### config.mk
export PLATFORM = sky130hd
export DESIGN_NAME = fpcmp_flag_unit
export DESIGN_NICKNAME = d
export VERILOG_FILES = /design/src/rtl/fpcmp_pkg.sv /design/src/rtl/fpcmp_classify.sv /design/src/rtl/fpcmp_order.sv /design/src/rtl/fpcmp_flag_reg.sv /design/src/rtl/fpcmp_flag_unit.sv
export SDC_FILE = /design/constraint.sdc
export NUM_CORES = 1
export LEC_CHECK = 0
export CAP_MARGIN = 10
export CORE_UTILIZATION = 38
export DETAILED_ROUTE_END_ITERATION = 6
export GPL_TIMING_DRIVEN = 0
export PLACE_DENSITY = 0.83
export SLEW_MARGIN = 20
export SYNTH_ARGS = -nofsm -noshare
export SYNTH_HDL_FRONTEND = slang
export SYNTH_SLANG_ARGS = --single-unit
### constraint.sdc
create_clock -name clk -period 2.8 [get_ports clk]
set_clock_uncertainty 0.1 [all_clocks]
set_input_delay 0.42 -clock clk [delete_from_list [all_inputs] [get_ports clk]]
set_output_delay 0.42 -clock clk [all_outputs]
set_load 0.02 [all_outputs]
### src/rtl/fpcmp_pkg.sv
`timescale 1ns/1ps
package fpcmp_pkg;

   // Relation picked by the condition select
   typedef enum logic [1:0] {
      SEL_EQ = 2'd0,
      SEL_LT = 2'd1,
      SEL_LE = 2'd2,
      SEL_UN = 2'd3
   } rel_sel_e;

   // Bundle of the four relations produced by the order stage
   typedef struct packed {
      logic eq;
      logic lt;
      logic le;
      logic un;
   } rel_bundle_t;

endpackage

### src/rtl/fpcmp_classify.sv
`timescale 1ns/1ps
module fpcmp_classify #(
   parameter int EXP_W  = 8,
   parameter int FRAC_W = 23,
   localparam int MAG_W  = EXP_W + FRAC_W,
   localparam int WORD_W = MAG_W + 1
) (
   input  logic [WORD_W-1:0] word,
   output logic              sign,
   output logic              is_nan,
   output logic              is_zero,
   output logic [MAG_W-1:0]  mag
);
   logic [EXP_W-1:0]  exp_f;
   logic [FRAC_W-1:0] frac_f;
   logic              exp_max;
   logic              exp_min;
   logic              frac_nz;

   always_comb begin
      sign    = word[WORD_W-1];
      exp_f   = word[MAG_W-1:FRAC_W];
      frac_f  = word[FRAC_W-1:0];
      exp_max = &exp_f;
      exp_min = ~|exp_f;
      frac_nz = |frac_f;
      is_nan  = exp_max & frac_nz;
      is_zero = exp_min & ~frac_nz;
      // excess-coded exponent above fraction gives a monotone magnitude
      mag     = word[MAG_W-1:0];
   end
endmodule

### src/rtl/fpcmp_order.sv
`timescale 1ns/1ps
module fpcmp_order
   import fpcmp_pkg::*;
#(
   parameter int MAG_W = 31
) (
   input  logic             sign_a,
   input  logic             sign_b,
   input  logic             nan_a,
   input  logic             nan_b,
   input  logic             zero_a,
   input  logic             zero_b,
   input  logic [MAG_W-1:0] mag_a,
   input  logic [MAG_W-1:0] mag_b,
   output rel_bundle_t      rel
);
   logic mag_lt;
   logic mag_gt;
   logic mag_eq;
   logic zeros;
   logic unord;
   logic lt_ord;
   logic eq_ord;

   always_comb begin
      mag_lt = mag_a < mag_b;
      mag_gt = mag_a > mag_b;
      mag_eq = ~mag_lt & ~mag_gt;
      zeros  = zero_a & zero_b;
      unord  = nan_a | nan_b;

      eq_ord = zeros | (mag_eq & (sign_a == sign_b));

      if (zeros)
         lt_ord = 1'b0;
      else if (sign_a != sign_b)
         lt_ord = sign_a;
      else if (sign_a)
         lt_ord = mag_gt;
      else
         lt_ord = mag_lt;

      rel.un = unord;
      rel.eq = eq_ord & ~unord;
      rel.lt = lt_ord & ~unord;
      rel.le = (eq_ord | lt_ord) & ~unord;
   end
endmodule

### src/rtl/fpcmp_flag_reg.sv
`timescale 1ns/1ps
module fpcmp_flag_reg
   import fpcmp_pkg::*;
(
   input  logic        clk,
   input  logic        rst_n,
   input  logic        strobe,
   input  logic [1:0]  sel,
   input  rel_bundle_t rel,
   output logic        flag
);
   logic picked;

   always_comb begin
      unique case (rel_sel_e'(sel))
         SEL_EQ:  picked = rel.eq;
         SEL_LT:  picked = rel.lt;
         SEL_LE:  picked = rel.le;
         default: picked = rel.un;
      endcase
   end

   always_ff @(posedge clk or negedge rst_n) begin
      if (!rst_n)
         flag <= 1'b0;
      else if (strobe)
         flag <= picked;
   end
endmodule

### src/rtl/fpcmp_flag_unit.sv
`timescale 1ns/1ps
module fpcmp_flag_unit
   import fpcmp_pkg::*;
#(
   parameter int EXP_W  = 8,
   parameter int FRAC_W = 23,
   localparam int MAG_W  = EXP_W + FRAC_W,
   localparam int WORD_W = MAG_W + 1,
   localparam int N_OPS  = 2
) (
   input  logic              clk,
   input  logic              rst_n,
   input  logic [WORD_W-1:0] op_a,
   input  logic [WORD_W-1:0] op_b,
   input  logic [1:0]        cond_sel,
   input  logic              strobe,
   output logic              is_eq,
   output logic              is_lt,
   output logic              is_le,
   output logic              unordered,
   output logic              cond_flag
);
   generate
      if (EXP_W < 2) begin : g_bad_exp
         $error("fpcmp_flag_unit: EXP_W must be at least 2");
      end
      if (FRAC_W < 1) begin : g_bad_frac
         $error("fpcmp_flag_unit: FRAC_W must be at least 1");
      end
   endgenerate

   logic [WORD_W-1:0] ops   [N_OPS];
   logic              sgn   [N_OPS];
   logic              nan   [N_OPS];
   logic              zer   [N_OPS];
   logic [MAG_W-1:0]  mag   [N_OPS];
   rel_bundle_t       rel;

   assign ops[0] = op_a;
   assign ops[1] = op_b;

   for (genvar i = 0; i < N_OPS; i++) begin : g_cls
      fpcmp_classify #(
         .EXP_W  (EXP_W),
         .FRAC_W (FRAC_W)
      ) u_cls (
         .word    (ops[i]),
         .sign    (sgn[i]),
         .is_nan  (nan[i]),
         .is_zero (zer[i]),
         .mag     (mag[i])
      );
   end

   fpcmp_order #(
      .MAG_W (MAG_W)
   ) u_order (
      .sign_a (sgn[0]),
      .sign_b (sgn[1]),
      .nan_a  (nan[0]),
      .nan_b  (nan[1]),
      .zero_a (zer[0]),
      .zero_b (zer[1]),
      .mag_a  (mag[0]),
      .mag_b  (mag[1]),
      .rel    (rel)
   );

   fpcmp_flag_reg u_flag (
      .clk    (clk),
      .rst_n  (rst_n),
      .strobe (strobe),
      .sel    (cond_sel),
      .rel    (rel),
      .flag   (cond_flag)
   );

   assign is_eq     = rel.eq;
   assign is_lt     = rel.lt;
   assign is_le     = rel.le;
   assign unordered = rel.un;
endmodule

==> impl_results.md, run 1 <==
* Synth-to-layout area growth at 112%
* Slew HR at 0.665
* Layout cell share with drive strength beyond 1 at 0.651
* Worst Slack Setup Final at -0.0929 ns
* Max stage delay on crit path at 0.42 ns
* Fin. max-slew vios at 0
* Final period utilization at 1.03
* Flip-flop count of the largest register after layout at 1
* Leakage at 1.07 nW
* Worst path bufs/invs at 2
* Slowest library cell on the worst path: nor4_1
* Biggest regs: u_flag.flag: 1 flops
* Hold Vio Cnt, Final at 0
* Failing checks: design-rule violations, negative setup slack
* Initial DRC Count at 120
* Hold_sp: u_flag.flag
* Register area share after synthesis at 0.0211
* CP Data Required Time at 2.28 ns
* Latest clock arrival within the worst-skew pair at 0 ns
* R2r setup slk at 1.97 ns
* RD Place Congestion at 0.811
* WS Path Type: in2out
* Routed WL at 6300 um
* # port buffers at 73
* Pre-CTS WS at -0.882 ns
* GRT Total Usage at 0.282
* Vias in the first global route at 1711
* Hold buffers post-CTS at 0
* Worst IR Drop VDD at 0.110 mV
* Post-synthesis area per instance at 7.12 um2
* Synth Cell Area at 1190 um2
* Fin nets at 363
* Post-Syn Instances at 167
* Synthesized Nets at 267
* Total congestion overflow at 0
* Ant diodes at 0
* Worst slew pin tran at 0.503 ns
* Detailed Place HPWL at 3100 um
* PwrDens at 168 nW/um2
* Overall power at 0.423 mW
* DR pass1 iterations at 7
* FF-to-FF End: u_flag.flag
* Core box area at 2850 um2
* Worst hold endpoint: u_flag.flag
* Via count at 1804
* Antenna violations before repair at 0
* Syn. warnings at 0
* Post-route DRC at 4
* Chip Height at 57.9 um
* WHS Path Cells at 1
* Vias per cell at 6.18
* Rows at 19
* Die X at 57.9 um
* Post-DR wirelength/cell at 21.6 um
* Max-Cap Viols at 0
* Global-route wire length before repair at 7530 um
* Post-synthesis register bit count at 1
* Fmax at 0.346 GHz
* Yosys cell types at 31
* Unrepaired setup endpoints after global routing: true
* Status: finished with violations
* CP Launch Point: op_a[16]
* Origin of the critical flop-to-flop path: u_flag.flag
* Worst EP arrival at 2.37 ns
* Initial Utilization at 0.417
* Setup Viol. Count Final at 4
* Area of the die at 3360 um2
* Utilization after layout at 0.882
* Crit-path max FO at 4
* Hold Path Class: reg2reg
* Crit start category: primary input
* Cell Chain, Critical Path: clkdlybuf4s15_1 -> nor4_1 -> nand4_1 -> nor2_2 -> o32ai_2 -> nand2b_4 -> nor3_2 -> nand2b_4 -> buf_6
* Reg2reg path depth at 1
* IO Pins at 74
* Cell mode on critical path: nand2b_4
* Worst path top cell family by delay: simple AND/OR/NAND/NOR gates
* Worst-path clk slew at 0 ns
* Worst Setup End Kind: primary output
* Pin count of the biggest net entering global routing at 5
* Detail Route Antenna Nets at 0
* Most flops, register: u_flag.flag
* Min Tclk post-route at 2.89 ns
[through the flow]
stage | cells | setup TNS (ns) | hold slack, ns | cell area [um2]
finish | 292 | -0.223 | 0.451 | 2520
global route | 292 | -0.574 | 0.469 | 2520
CTS | 283 | 0 | 0.452 | 2340
detailed placement | 271 | -2.65 | 0.452 | 1960
global placement | 271 | -2.51 | 0.448 | 1960
floorplan | 167 | 0 | 0.0244 | 1190
[final cells by class]
class,instances,area (um2)
Sequential cell,1,25.0
Inverter,36,148
Multi-Input combinational cell,130,1550
Timing Repair Buffer,94,757
Fill cell,131,337
Tap cell,31,38.8
[cells in the final DEF (no fill, tap or decap), types with 3 or more instances in the layout]
master and count:
ha_4 28, clkbuf_2 26, buf_4 22, inv_2 21
buf_6 17, nor4_1 12, nand4_1 12, inv_1 10
nand2_1 10, clkdlybuf4s50_1 8, a21oi_2 7, clkdlybuf4s15_1 7
buf_2 7, a21oi_1 6, inv_4 5, nor2_2 5
nand3_1 3, nor2_1 3, nand2_2 3, a21o_1 3
buf_8 3
[power by group]
part,leakage (nW),switching (mW),internal [mW]
combinational,1.06,0.194,0.211
clock,0,0,0
sequential,0.0116,0.00114,0.0167
total,1.07,0.195,0.227
[worst max-delay path by stage]
stage,endpoint,cells past startpoint
floorplan,is_le,9
global placement,is_le,11
detailed placement,is_le,11
CTS,is_le,10
global route,is_le,11
finish,is_le,9
[timing repair]
item,in CTS,in global routing
resized for setup,214,129
setup buffers,12,9
setup endpoints to repair,5,4
pin swaps,45,42
endpoints found under the hold margin,0,0
[synth_stat cells, drive strengths merged]
cell / number / share of area
o221a: 1 / 0.0095
inv: 36 / 0.11
dfrtp: 1 / 0.021
a22oi: 1 / 0.0063
nand2: 13 / 0.041
ha: 31 / 0.33
a211oi: 1 / 0.0063
nand2b: 3 / 0.022
nand4: 13 / 0.074
a31o: 1 / 0.0074
nor2: 8 / 0.029
or2: 1 / 0.0053
a21oi: 14 / 0.059
nor3: 4 / 0.017
nor4: 16 / 0.11
nand3: 5 / 0.021
xnor2: 1 / 0.0074
o32ai: 1 / 0.014
o21ai: 5 / 0.021
a221oi: 3 / 0.038
and4: 1 / 0.0074
o31ai: 1 / 0.0063
a21o: 3 / 0.019
o41ai: 2 / 0.015
nand3b: 1 / 0.0063
[metal layers]
metal,track usage,vias to the layer above,wire [um]
li1,-,821,-
met1,0.352,849,2550
met2,0.511,105,3110
met3,0.0246,29,365
met4,0.0850,0,272
met5,0,-,0
[cell families after synthesis]
| group | synth area share |
|---|---|
| AO/OA/AOI/OAI | 0.201 |
| XOR/XNOR | 0.00737 |
| buffers and inverters | 0.114 |
| flip-flops | 0.0210 |
| AND/OR/NAND/NOR | 0.331 |
| adder cells (fa/ha/maj) | 0.326 |
Power figures use the tool's default switching activity.
==> inputs of run 2 (changes only) <==
Settings changed: CAP_MARGIN 10 to 0, CORE_ASPECT_RATIO set to 1.5, PLACE_DENSITY 0.83 to not set, PLACE_DENSITY_LB_ADDON set to 0.05.
==> run 2 against run 1 <==
The flow finishes with violations (negative setup slack); global-route usage is 2.8 points higher; largest power group unchanged; critical path depth increased by 3; cell count is 2.1% higher; fmax grew 1.6%; core utilization fell by 4.4 points.
==> impl_results.md, run 2 (same netlist as run 1, synthesis figures left out) <==
* Most flops, register: u_flag.flag
* Chip Height at 70.5 um (+22%)
* Fin nets at 361 (-0.55%)
* Via count at 1776 (-1.6%)
* Crit start category: primary input
* Routed WL at 5550 um (-12%)
* GR Layer Usage met3 at 0.0672 (+0.0426)
* Min Tclk post-route at 2.85 ns (-0.0452 ns)
* FF-to-FF End: u_flag.flag
* Synth-to-layout area growth at 107%
* Crit-path max FO at 3 (-1)
* RD Place Congestion at 0.843 (+3.9%)
* M1 GR Usage at 0.266 (-0.0854)
* Worst slew pin tran at 0.376 ns (-0.127 ns)
* Post-DR wirelength/cell at 18.6 um (-14%)
* R2r setup slk at 1.95 ns (-0.02 ns)
* Worst-path clk slew at 0 ns (unchanged)
* CP Data Required Time at 2.28 ns (about the same)
* Initial Utilization at 0.404 (-0.0128)
* Post-route DRC at 0 (-4)
* Setup TNS at -0.0477 ns (+0.175 ns)
* Worst Setup End Kind: primary output
* Die X at 47.7 um (-18%)
* Worst IR Drop VDD at 0.146 mV (+33%)
* Placed insts at 279 (+3.0%)
* GRT Total Usage at 0.310 (+0.0279)
* Slew HR at 0.747 (+0.0821)
* Global-route wire length before repair at 7780 um (+3.4%)
* Hold Vio Cnt, Final at 0 (unchanged)
* Latest clock arrival within the worst-skew pair at 0 ns (unchanged)
* Ant diodes at 0 (unchanged)
* Antenna violations before repair at 0 (unchanged)
* Layout cell share with drive strength beyond 1 at 0.668 (+0.0166)
* Detailed Place HPWL at 3610 um (+16%)
* Max-Cap Viols at 0 (unchanged)
* Reg2reg path depth at 1 (unchanged)
* Overall power at 0.407 mW (-3.6%)
* PwrDens at 165 nW/um2 (-1.7%)
* Unrepaired setup endpoints after global routing: true
* Max stage delay on crit path at 0.36 ns (-0.06 ns)
* Vias per cell at 5.96 (-3.5%)
* IO Pins at 74 (unchanged)
* Worst Slack Setup Final at -0.0477 ns (+0.0452 ns)
* DR pass1 iterations at 4 (-3)
* WS Path Type: in2out
* Vias in the first global route at 1877 (+9.7%)
* Failing checks: negative setup slack
* Cell mode on critical path: buf_6
* CP endpoint: is_le
* Worst EP arrival at 2.33 ns (-0.04 ns)
* Area of the die at 3360 um2 (+0.13%)
* Final period utilization at 1.02 (-0.0162)
* Fin. max-slew vios at 0 (unchanged)
* Fmax at 0.351 GHz (+1.6%)
* Setup Viol. Count Final at 1 (-3)
* Biggest regs: u_flag.flag: 1 flops
* Rows at 24 (+5)
* Detail Route Antenna Nets at 0 (unchanged)
* Hold Path Class: reg2reg
* Initial DRC Count at 41 (-66%)
* Total congestion overflow at 0 (unchanged)
* Critical path depth in cells at 12 (+3)
* # fillers at 181 (+38%)
* # port buffers at 73 (unchanged)
* Flip-flop count of the largest register after layout at 1 (unchanged)
* CP Launch Point: op_b[28]
* Met2 Use GR at 0.598 (+0.0875)
* Commonest non-fill, non-tap cell in the layout: ha_4
* Worst path bufs/invs at 4 (+2)
* Pin count of the biggest net entering global routing at 5 (unchanged)
* Slowest library cell on the worst path: a221oi_2
* Leakage at 1.06 nW (-0.64%)
* Utilization after layout at 0.838 (-0.0440)
* Worst path top cell family by delay: compound AO/OA/AOI/OAI gates
* Origin of the critical flop-to-flop path: u_flag.flag
* Core box area at 2940 um2 (+3.2%)
* Final Non-Filler Cells at 298 (+2.1%)
* Layer with the highest usage: met2
* Most frequent cells in the layout: ha_4, inv_2, clkbuf_2, buf_4, buf_2
* Hold buffers post-CTS at 0 (unchanged)
* Status: finished with violations
* Cell Chain, Critical Path: buf_6 -> inv_4 -> ha_4 -> nand4_1 -> buf_4 -> nor3_4 -> a221oi_2 -> nand2_1 -> a221oi_4 -> nor3_2 -> nand2b_4 -> buf_6
## run 2: cell count changes in the layout (fill, tap and decap cells not counted), moves of 2 or more
cell             before  now
buf_6                17   13
buf_4                22   20
buf_2                 7   19
inv_1                10    7
clkdlybuf4s15_1       7    4
inv_2                21   23
nand2_2               3    1
nand2_1              10   12
clkdlybuf4s15_2       2    0
clkbuf_2             26   23
## run 2: where the power goes
part	switching (mW)	total, mW	internal [mW]
logic	0.187	0.390	0.202
clock network	0	0	0
registers	0.00105	0.0178	0.0167
total	0.188	0.407	0.219
## run 2: worst min path at each step
| stage | from | endpoint | slack, ns | cells past startpoint |
|---|---|---|---|---|
| global placement | u_flag.flag | u_flag.flag | 0.45 | 1 |
| CTS | u_flag.flag | u_flag.flag | 0.47 | 1 |
| global route | u_flag.flag | u_flag.flag | 0.48 | 1 |
| detailed placement | u_flag.flag | u_flag.flag | 0.46 | 1 |
| finish | u_flag.flag | u_flag.flag | 0.46 | 1 |
| floorplan | rst_n | u_flag.flag | 0.02 | 0 |
## run 2: timing repair
item                       4_1_cts  5_1_grt
setup buffers                   11        9
setup endpoints to repair        5        5
gates resized for setup        247      111
pin swaps                       51       39
## run 2: area by class of cell
type	count	area (um2)	area share
inverters	36	150	0.0609
multi-input cells	130	1550	0.627
flip-flops and latches	1	25.0	0.0101
well taps	39	48.8	0.0198
repair buffers	92	696	0.282
## run 2: routing by layer
metal	wire length (um)	part of all wire
met5	0	0
met4	321	0.058
met3	369	0.067
met2	3100	0.56
met1	1750	0.32
## run 2: stage by stage
| step | setup slack, ns | hold slack, ns | area [um2] |
|---|---|---|---|
| 2_1_floorplan | 0.111 | 0.0244 | 1190 |
| 3_3_place_gp | -0.893 | 0.454 | 1970 |
| 3_5_place_dp | -0.930 | 0.458 | 1970 |
| 4_1_cts | 0.00130 | 0.468 | 2330 |
| 5_1_grt | -0.0920 | 0.479 | 2470 |
| 6_report | -0.0477 | 0.464 | 2470 |
==> inputs of run 3 (changes only) <==
Settings changed: CAP_MARGIN 0 to 15.
==> results of run 3 <==
Final layout, timing and power as in run 2 (identical DEF).
